<file path="src/rtl/ccb_pkg.sv">
// Package for the condition code branch evaluator.
// Holds the word-class encoding and the flag nibble layout shared by all modules.
package ccb_pkg;

    // Class of the incoming instruction word
    typedef enum logic [1:0] {
        K_NONE   = 2'd0,
        K_BRANCH = 2'd1,
        K_LOOP   = 2'd2,
        K_FLAGOP = 2'd3
    } word_kind_t;

    // Positions of the flags inside every 4-bit nibble
    localparam int FLAG_N = 3;
    localparam int FLAG_Z = 2;
    localparam int FLAG_V = 1;
    localparam int FLAG_C = 0;

endpackage

</file>
<file path="src/rtl/ccb_decode.sv">
// Instruction word classifier.
// Splits a word into its class and fields. It assumes the fixed encoding:
// branch byte in bits 15:8, loop prefix in bits 15:9, flag operations 0x00A0..0x00BF.
module ccb_decode
    import ccb_pkg::*;
#(
    parameter int W     = 16,
    parameter int OFF_W = 8,
    parameter int CNT_W = 6,
    parameter int FLG_W = 4
) (
    input  logic [W-1:0]     instr,
    output word_kind_t       kind,
    output logic [3:0]       cond_sel,
    output logic [OFF_W-1:0] offset,
    output logic [CNT_W-1:0] count,
    output logic [FLG_W-1:0] mask,
    output logic             set_op
);
    localparam int HI_LSB = W - 8;

    logic [7:0] hi_byte;
    logic       is_branch;
    logic       is_loop;
    logic       is_flagop;

    assign hi_byte = instr[W-1:HI_LSB];

    // Recognise each of the three word groups
    always_comb begin
        is_branch = (hi_byte[6:3] == 4'd0) && (hi_byte[7] || (hi_byte[2:0] != 3'd0));
        is_loop   = (instr[W-1:W-7] == 7'b0111111);
        is_flagop = (instr[W-1:5] == {{(W-8){1'b0}}, 3'b101});
    end

    // Priority-free class select (the groups are disjoint)
    always_comb begin
        if (is_branch)      kind = K_BRANCH;
        else if (is_loop)   kind = K_LOOP;
        else if (is_flagop) kind = K_FLAGOP;
        else                kind = K_NONE;
    end

    // Field extraction
    assign cond_sel = {hi_byte[7], hi_byte[2:0]};
    assign offset   = instr[OFF_W-1:0];
    assign count    = instr[CNT_W-1:0];
    assign mask     = instr[FLG_W-1:0];
    assign set_op   = instr[4];

endmodule

</file>
<file path="src/rtl/ccb_cond_eval.sv">
// Branch condition evaluator.
// Maps the 4-bit condition select {signed/unsigned group, low 3 bits of the opcode byte}
// onto a test of the flags. Select 0_000 is not a branch and yields 0.
module ccb_cond_eval
    import ccb_pkg::*;
#(
    parameter int FLG_W = 4
) (
    input  logic [3:0]       cond_sel,
    input  logic [FLG_W-1:0] flags,
    output logic             cond_true
);
    logic n, z, v, c;

    assign n = flags[FLAG_N];
    assign z = flags[FLAG_Z];
    assign v = flags[FLAG_V];
    assign c = flags[FLAG_C];

    // Select the tested relation
    always_comb begin
        unique case (cond_sel)
            4'b0001: cond_true = 1'b1;
            4'b0010: cond_true = !z;
            4'b0011: cond_true = z;
            4'b0100: cond_true = (n == v);
            4'b0101: cond_true = (n != v);
            4'b0110: cond_true = !z && (n == v);
            4'b0111: cond_true = z || (n != v);
            4'b1000: cond_true = !n;
            4'b1001: cond_true = n;
            4'b1010: cond_true = !c && !z;
            4'b1011: cond_true = c || z;
            4'b1100: cond_true = !v;
            4'b1101: cond_true = v;
            4'b1110: cond_true = !c;
            4'b1111: cond_true = c;
            default: cond_true = 1'b0;
        endcase
    end

endmodule

</file>
<file path="src/rtl/ccb_flag_ops.sv">
// Mask-driven flag set/clear unit.
// Each flag bit is handled by its own slice. It assumes mask bit i selects flag bit i.
module ccb_flag_ops #(
    parameter int FLG_W = 4
) (
    input  logic             active,
    input  logic             set_op,
    input  logic [FLG_W-1:0] mask,
    input  logic [FLG_W-1:0] flags_in,
    output logic [FLG_W-1:0] flags_out
);
    genvar i;
    generate
        for (i = 0; i < FLG_W; i++) begin : g_bit
            // Apply the set or clear to one selected flag
            always_comb begin
                if (active && mask[i]) flags_out[i] = set_op;
                else                   flags_out[i] = flags_in[i];
            end
        end
    endgenerate

endmodule

</file>
<file path="src/rtl/ccb_target.sv">
// Target address adder.
// Forms the forward/backward branch target and the backward loop target from the
// already-incremented PC. Word offsets are doubled; the result wraps at 2^W.
module ccb_target #(
    parameter int W     = 16,
    parameter int OFF_W = 8,
    parameter int CNT_W = 6
) (
    input  logic [W-1:0]     pc,
    input  logic [OFF_W-1:0] offset,
    input  logic [CNT_W-1:0] count,
    output logic [W-1:0]     br_target,
    output logic [W-1:0]     loop_target
);
    localparam int SEXT_W = W - OFF_W - 1;
    localparam int ZEXT_W = W - CNT_W - 1;

    logic [W-1:0] br_disp;
    logic [W-1:0] loop_disp;

    // Doubled, sign-extended branch displacement and doubled loop count
    assign br_disp   = {{SEXT_W{offset[OFF_W-1]}}, offset, 1'b0};
    assign loop_disp = {{ZEXT_W{1'b0}}, count, 1'b0};

    // Modular sums
    assign br_target   = pc + br_disp;
    assign loop_target = pc - loop_disp;

endmodule

</file>
<file path="src/rtl/ccb_eval.sv">
// Condition code branch evaluator (top).
// A single-cycle combinational core: it classifies the word, evaluates the branch
// condition, the loop decrement and the flag operations, and selects the next PC.
// The only state is the flag nibble register, which loads on flag operations while
// en is high. It assumes that pc_in already points past the instruction word.
module ccb_eval
    import ccb_pkg::*;
#(
    parameter int W     = 16,
    parameter int OFF_W = 8,
    parameter int CNT_W = 6,
    parameter int FLG_W = 4
) (
    input  logic             clk,
    input  logic             rst_n,
    input  logic             en,
    input  logic [W-1:0]     instr,
    input  logic [W-1:0]     pc_in,
    input  logic [FLG_W-1:0] flags_in,
    input  logic [W-1:0]     loop_reg,
    output logic             recognised,
    output logic             taken,
    output logic [W-1:0]     target_pc,
    output logic [W-1:0]     loop_dec,
    output logic [FLG_W-1:0] flags_next,
    output logic [FLG_W-1:0] flags_q
);
    localparam logic [W-1:0] EVEN_MASK = {{(W-1){1'b1}}, 1'b0};

    word_kind_t       kind;
    logic [3:0]       cond_sel;
    logic [OFF_W-1:0] offset;
    logic [CNT_W-1:0] count;
    logic [FLG_W-1:0] mask;
    logic             set_op;
    logic             cond_true;
    logic [W-1:0]     br_target;
    logic [W-1:0]     loop_target;
    logic [W-1:0]     reg_minus1;
    logic             flag_load;

    ccb_decode #(.W(W), .OFF_W(OFF_W), .CNT_W(CNT_W), .FLG_W(FLG_W)) decode_i (
        .instr    (instr),
        .kind     (kind),
        .cond_sel (cond_sel),
        .offset   (offset),
        .count    (count),
        .mask     (mask),
        .set_op   (set_op)
    );

    ccb_cond_eval #(.FLG_W(FLG_W)) cond_i (
        .cond_sel  (cond_sel),
        .flags     (flags_in),
        .cond_true (cond_true)
    );

    ccb_flag_ops #(.FLG_W(FLG_W)) flag_i (
        .active    (kind == K_FLAGOP),
        .set_op    (set_op),
        .mask      (mask),
        .flags_in  (flags_in),
        .flags_out (flags_next)
    );

    ccb_target #(.W(W), .OFF_W(OFF_W), .CNT_W(CNT_W)) target_i (
        .pc          (pc_in),
        .offset      (offset),
        .count       (count),
        .br_target   (br_target),
        .loop_target (loop_target)
    );

    assign reg_minus1 = loop_reg - 1'b1;
    assign flag_load  = en && (kind == K_FLAGOP);

    // Taken decision and next-PC selection, bit 0 always cleared
    always_comb begin
        recognised = (kind != K_NONE);
        loop_dec   = loop_reg;
        taken      = 1'b0;
        target_pc  = pc_in & EVEN_MASK;
        unique case (kind)
            K_BRANCH: begin
                taken = cond_true;
                if (cond_true) target_pc = br_target & EVEN_MASK;
            end
            K_LOOP: begin
                loop_dec = reg_minus1;
                taken    = (reg_minus1 != '0);
                if (reg_minus1 != '0) target_pc = loop_target & EVEN_MASK;
            end
            default: ;
        endcase
    end

    // Flag nibble register
    always_ff @(posedge clk) begin
        if (!rst_n)         flags_q <= '0;
        else if (flag_load) flags_q <= flags_next;
    end

    // ---------------- assertions ----------------
    p_even_target_r10: assert property (@(posedge clk) disable iff (!rst_n)
        target_pc[0] == 1'b0);

    p_unknown_idle_r8: assert property (@(posedge clk) disable iff (!rst_n)
        !recognised |-> (!taken && (flags_next == flags_in) && (loop_dec == loop_reg)));

    p_flagop_no_jump_r5: assert property (@(posedge clk) disable iff (!rst_n)
        (kind == K_FLAGOP) |-> (!taken && recognised));

    p_loop_take_r7: assert property (@(posedge clk) disable iff (!rst_n)
        (kind == K_LOOP) |-> (taken == (loop_dec != '0)));

    p_flag_hold_r9: assert property (@(posedge clk) disable iff (!rst_n)
        !flag_load |=> $stable(flags_q));

    p_flag_load_r9: assert property (@(posedge clk) disable iff (!rst_n)
        flag_load |=> (flags_q == $past(flags_next)));

    p_not_taken_pc_r4: assert property (@(posedge clk) disable iff (!rst_n)
        !taken |-> (target_pc == (pc_in & EVEN_MASK)));

endmodule

</file>
<file path="config.mk">
export PLATFORM = sky130hd
export DESIGN_NAME = ccb_eval
export DESIGN_NICKNAME = d
export VERILOG_FILES = /design/src/rtl/ccb_pkg.sv /design/src/rtl/ccb_decode.sv /design/src/rtl/ccb_cond_eval.sv /design/src/rtl/ccb_flag_ops.sv /design/src/rtl/ccb_target.sv /design/src/rtl/ccb_eval.sv
export SDC_FILE = /design/constraint.sdc
export NUM_CORES = 1
export LEC_CHECK = 0
export BUFFER_PORTS_ARGS = -buffer_cell sky130_fd_sc_hd__buf_2
export CAP_MARGIN = 15
export CORE_ASPECT_RATIO = 0.8
export CORE_MARGIN = 5
export CORE_UTILIZATION = 53
export CTS_CLUSTER_SIZE = 8
export DETAILED_ROUTE_END_ITERATION = 12
export PLACE_DENSITY = 0.89
export SLEW_MARGIN = 20
export SYNTH_ARGS = -nofsm -noshare
export SYNTH_HDL_FRONTEND = slang
export SYNTH_SLANG_ARGS = --single-unit
</file>
<file path="constraint.sdc">
create_clock -name clk -period 8.45 [get_ports clk]
set_clock_uncertainty 0.2 [all_clocks]
set_input_delay 1.2675 -clock clk [delete_from_list [all_inputs] [get_ports clk]]
set_output_delay 1.2675 -clock clk [all_outputs]
set_load 0.02 [all_outputs]
</file>
==> parameters.txt <==
Parameter                              Value

STA
  Final setup violation count ... 0
  Actual slew at the worst max-slew pin ... 0.663 ns
  Final slew viol count ... 0
  Final Hold Fails ... 0
  Final hold slack ... 0.399 ns
  Worst Slack Setup Final ... 2.98 ns
  Time the final worst path needs with I/O delays and setup ... 5.47 ns
  Fmax ... 183 MHz
  Final total negative setup slack ... 0 ns
  Part of the cycle the worst path needs ... 0.647
  Worst rel slew slack ... 0.554
  RSZ-0062 raised after global routing ... false

Pwr
  Internal portion of total power ... 0.000104 W
  Total net switching power ... 0.0000949 W
  Combinational share of power ... 0.696
  Leak pwr ... 1.30 nW
  Share of total power consumed by net switching ... 0.477
  Clk network pwr share ... 0.208
  Peak ir drop on the vdd network ... 0.0841 mV
  Tot Pwr ... 0.000199 W
  Part of the power in registers ... 0.096
  Pwr Density ... 74.2 mW/mm²

Synthesis
  Leading cell type by number of instances after synthesis ... nand2_1
  Commonest cells in the synthesized netlist ... nand2_1, nor2_1, ha_1
  Seq/Total Area, Yosys ... 0.0371
  Post-synthesis average cell area ... 7.03 µm²
  Number of synthesized flops with an enable pin ... 0
  Yosys synthesis warning count ... 0
  Cell type with the highest aggregate area in the netlist ... ha_1
  Synth Flop Type ... dfxtp_1
  Area share of the leading cell type in the synthesized netlist ... 0.128
  Number of nets in the synthesized netlist ... 386
  Fraction of registers with async set/reset ... 0
  Library cells used by synthesis ... 66
  Main area contributors after synthesis ... ha_1, xnor2_1, xor2_1
  Cells after synthesis ... 307
  Combined area of all synthesized cells ... 0.00216 mm²
  Number of flip-flops and latches in the synthesized netlist ... 4

Worst setup path
  Required @ worst endpoint ... 6.98 ns
  Critical Path Sink ... target_pc[10]
  Worst stage delay on the critical path ... 0.42 ns
  Worst R2R Path Depth ... 2
  Highest fanout seen on the critical path ... 5
  Critical path capture point type ... output pin
  Data arrival, critical path ... 4.00 ns
  Reg-to-reg endpoint ... flags_q[0]
  CP startpoint kind ... input port
  Critical Setup Path Class ... input port to output pin
  Worst-path cell chain ... buf_2, inv_1, ha_1, nor2b_1, o21ai_0, or2b_2, a21oi_1, o21bai_1, a211o_1, or4_1, a31o_1, buf_2
  Critical register-to-register path startpoint ... flags_q[0]
  Worst path slowest cell ... or4_1
  Cell type with the highest occurrence count on the critical path ... buf_2
  Setup slack of the most critical reg-to-reg path ... 7.41 ns
  CP Launch Point ... instr[1]

Drt
  Drc violations ... 0
  Detail-routed net length per standard cell ... 15.8 µm
  Routed wire length ... 7100 µm
  Count of antenna-violating nets left after detailed routing ... 0
  Vias per std cell ... 6.27
  Detailed Routing Iterations Pass 1 ... 5
  1st-iter DRT viols ... 238
  Vias ... 2823

Placed design
  IO buf count ... 94
  Hpwl dp ... 5670 µm
  Worst setup slack after placement ... 3.09 ns
  Routability cong. ... 0.878
  Instance area after placement ... 0.00264 mm²

Final layout
  Ant. Diodes ... 0
  Largest register FFs ... 4
  Sequential cell area ... 80.1 µm²
  Final instance area ... 0.00268 mm²
  Fraction of layout instances using a drive strength above 1 ... 0.286
  Top reg by flops ... flags_q
  Relative area change from synthesis to final layout ... 24.3%
  Number of filler cells placed in the layout ... 370
  Biggest registers after layout ... flags_q x4
  Total number of nets in the final design ... 476
  Area taken by multi-input logic gates ... 0.00196 mm²

Die
  Die W ... 81.3 µm
  Effective utilization at floorplan ... 0.560
  FP Rows ... 20
  Top-level port count ... 97
  Floorplan core area ... 0.00385 mm²
  Height of the die ... 67.1 µm
  Die area ... 0.00546 mm²

Clock tree
  Post-CTS setup-driven buffer insertion count ... 0
  CTS Sinks ... 4
  Worst-Skew Late Latency ... 0.22 ns
  Cells resized by post-CTS repair ... 0
  Number of buffers inserted for hold repair after clock tree synthesis ... 0
  CTS tree ... built
  Number of buffers created by CTS ... 3
  Max Root-Sink Buffers ... 2
  CTS Root Buffer Type ... clkbuf_8
  Worst-path clk slew ... 0.03 ns
  H-tree level count ... 1

Global routing
  Number of antenna violations at the first check in global routing ... 0
  Global route total overflow ... 0
  Overall track demand over capacity in global routing ... 0.258
  First-pass GRT wire length ... 11400 µm
  Via count of the first global-routing pass ... 2593
  Maximum number of pins on one net before global-route repair ... 16

Flow run
  Max-cap viol count ... 0

Worst hold path
  Hold Crit Class ... flop to flop

Run status
  Outcome ... complete, no violations
stage by stage:
stage          utilization  instances
2_1_floorplan            -        307
3_3_place_gp         0.686        447
3_5_place_dp         0.686        447
4_1_cts              0.696        450
5_1_grt              0.696        450
6_report             0.696        450
metal layers:
layer | up-vias | track usage | share of wire
li1 | 1338 | - | -
met1 | 1302 | 0.329 | 0.41
met2 | 169 | 0.451 | 0.48
met3 | 14 | 0.0270 | 0.098
met4 | 0 | 0.0781 | 0.014
met5 | - | 0 | 0
critical path: cells and delay by family:
family / cells / cell delay, ns
AO/OA/AOI/OAI: 5 / 1.16
AND/OR/NAND/NOR: 3 / 0.89
buffers and inverters: 3 / 0.37
adder cells (fa/ha/maj): 1 / 0.30
cell usage in the layout (no fill, tap or decap), drive strengths merged, types with 3 or more instances in the layout:
cell type / instances
buf: 94
nand2: 30
nor2: 24
ha: 22
inv: 18
nor3: 16
o21ai: 15
xnor2: 14
xor2: 13
a21oi: 12
a21o: 8
or4: 7
and2: 7
a31oi: 6
o211ai: 6
nor4: 6
nor2b: 5
or3: 5
nand3: 5
and3: 5
nand3b: 4
o22ai: 4
a221o: 4
o221ai: 4
mux2: 4
dfxtp: 4
nor3b: 3
a211oi: 3
nand4: 3
or2: 3
a22oi: 3
nand2b: 3
a22o: 3
clkbuf: 3
cells by family (layout without fill, tap and decap cells):
family          count (synthesis)  count (layout)  synth area share
compound gates                 86              86             0.285
xor+xnor                       27              27             0.110
fa+ha+maj                      24              24             0.146
buf+inv                        27             115            0.0568
flops                           4               4            0.0371
mux                             5               5            0.0255
other cells                     1               1           0.00174
simple gates                  133             133             0.339
area by class of cell:
type / count / area share
Multi-Input combinational cell: 276 / 0.729
Timing Repair Buffer: 94 / 0.175
Sequential cell: 4 / 0.0298
Tap cell: 55 / 0.0256
Inverter: 18 / 0.0252
Clock buffer: 3 / 0.0154
power groups by stage:
stage / Combinational, W / Clock [W] / Sequential, W
floorplan: 0.0000887 / 0 / 0.0000193
global placement: 0.000130 / 0 / 0.0000193
detailed placement: 0.000135 / 0 / 0.0000193
CTS: 0.000136 / 0.0000418 / 0.0000190
global route: 0.000151 / 0.0000424 / 0.0000190
finish: 0.000139 / 0.0000414 / 0.0000190
how the worst min path moves through the flow:
stage	cells after the start	endpoint	start	slack (ns)
after floorplan	2	flags_q[0]	flags_q[0]	0.52
after global placement	2	flags_q[1]	flags_q[1]	0.37
after detailed placement	2	flags_q[2]	flags_q[2]	0.39
after CTS	2	flags_q[2]	flags_q[2]	0.40
after global routing	2	flags_q[3]	flags_q[3]	0.43
final	2	flags_q[2]	flags_q[2]	0.40
Note: power is estimated with default switching activity, not from simulation.
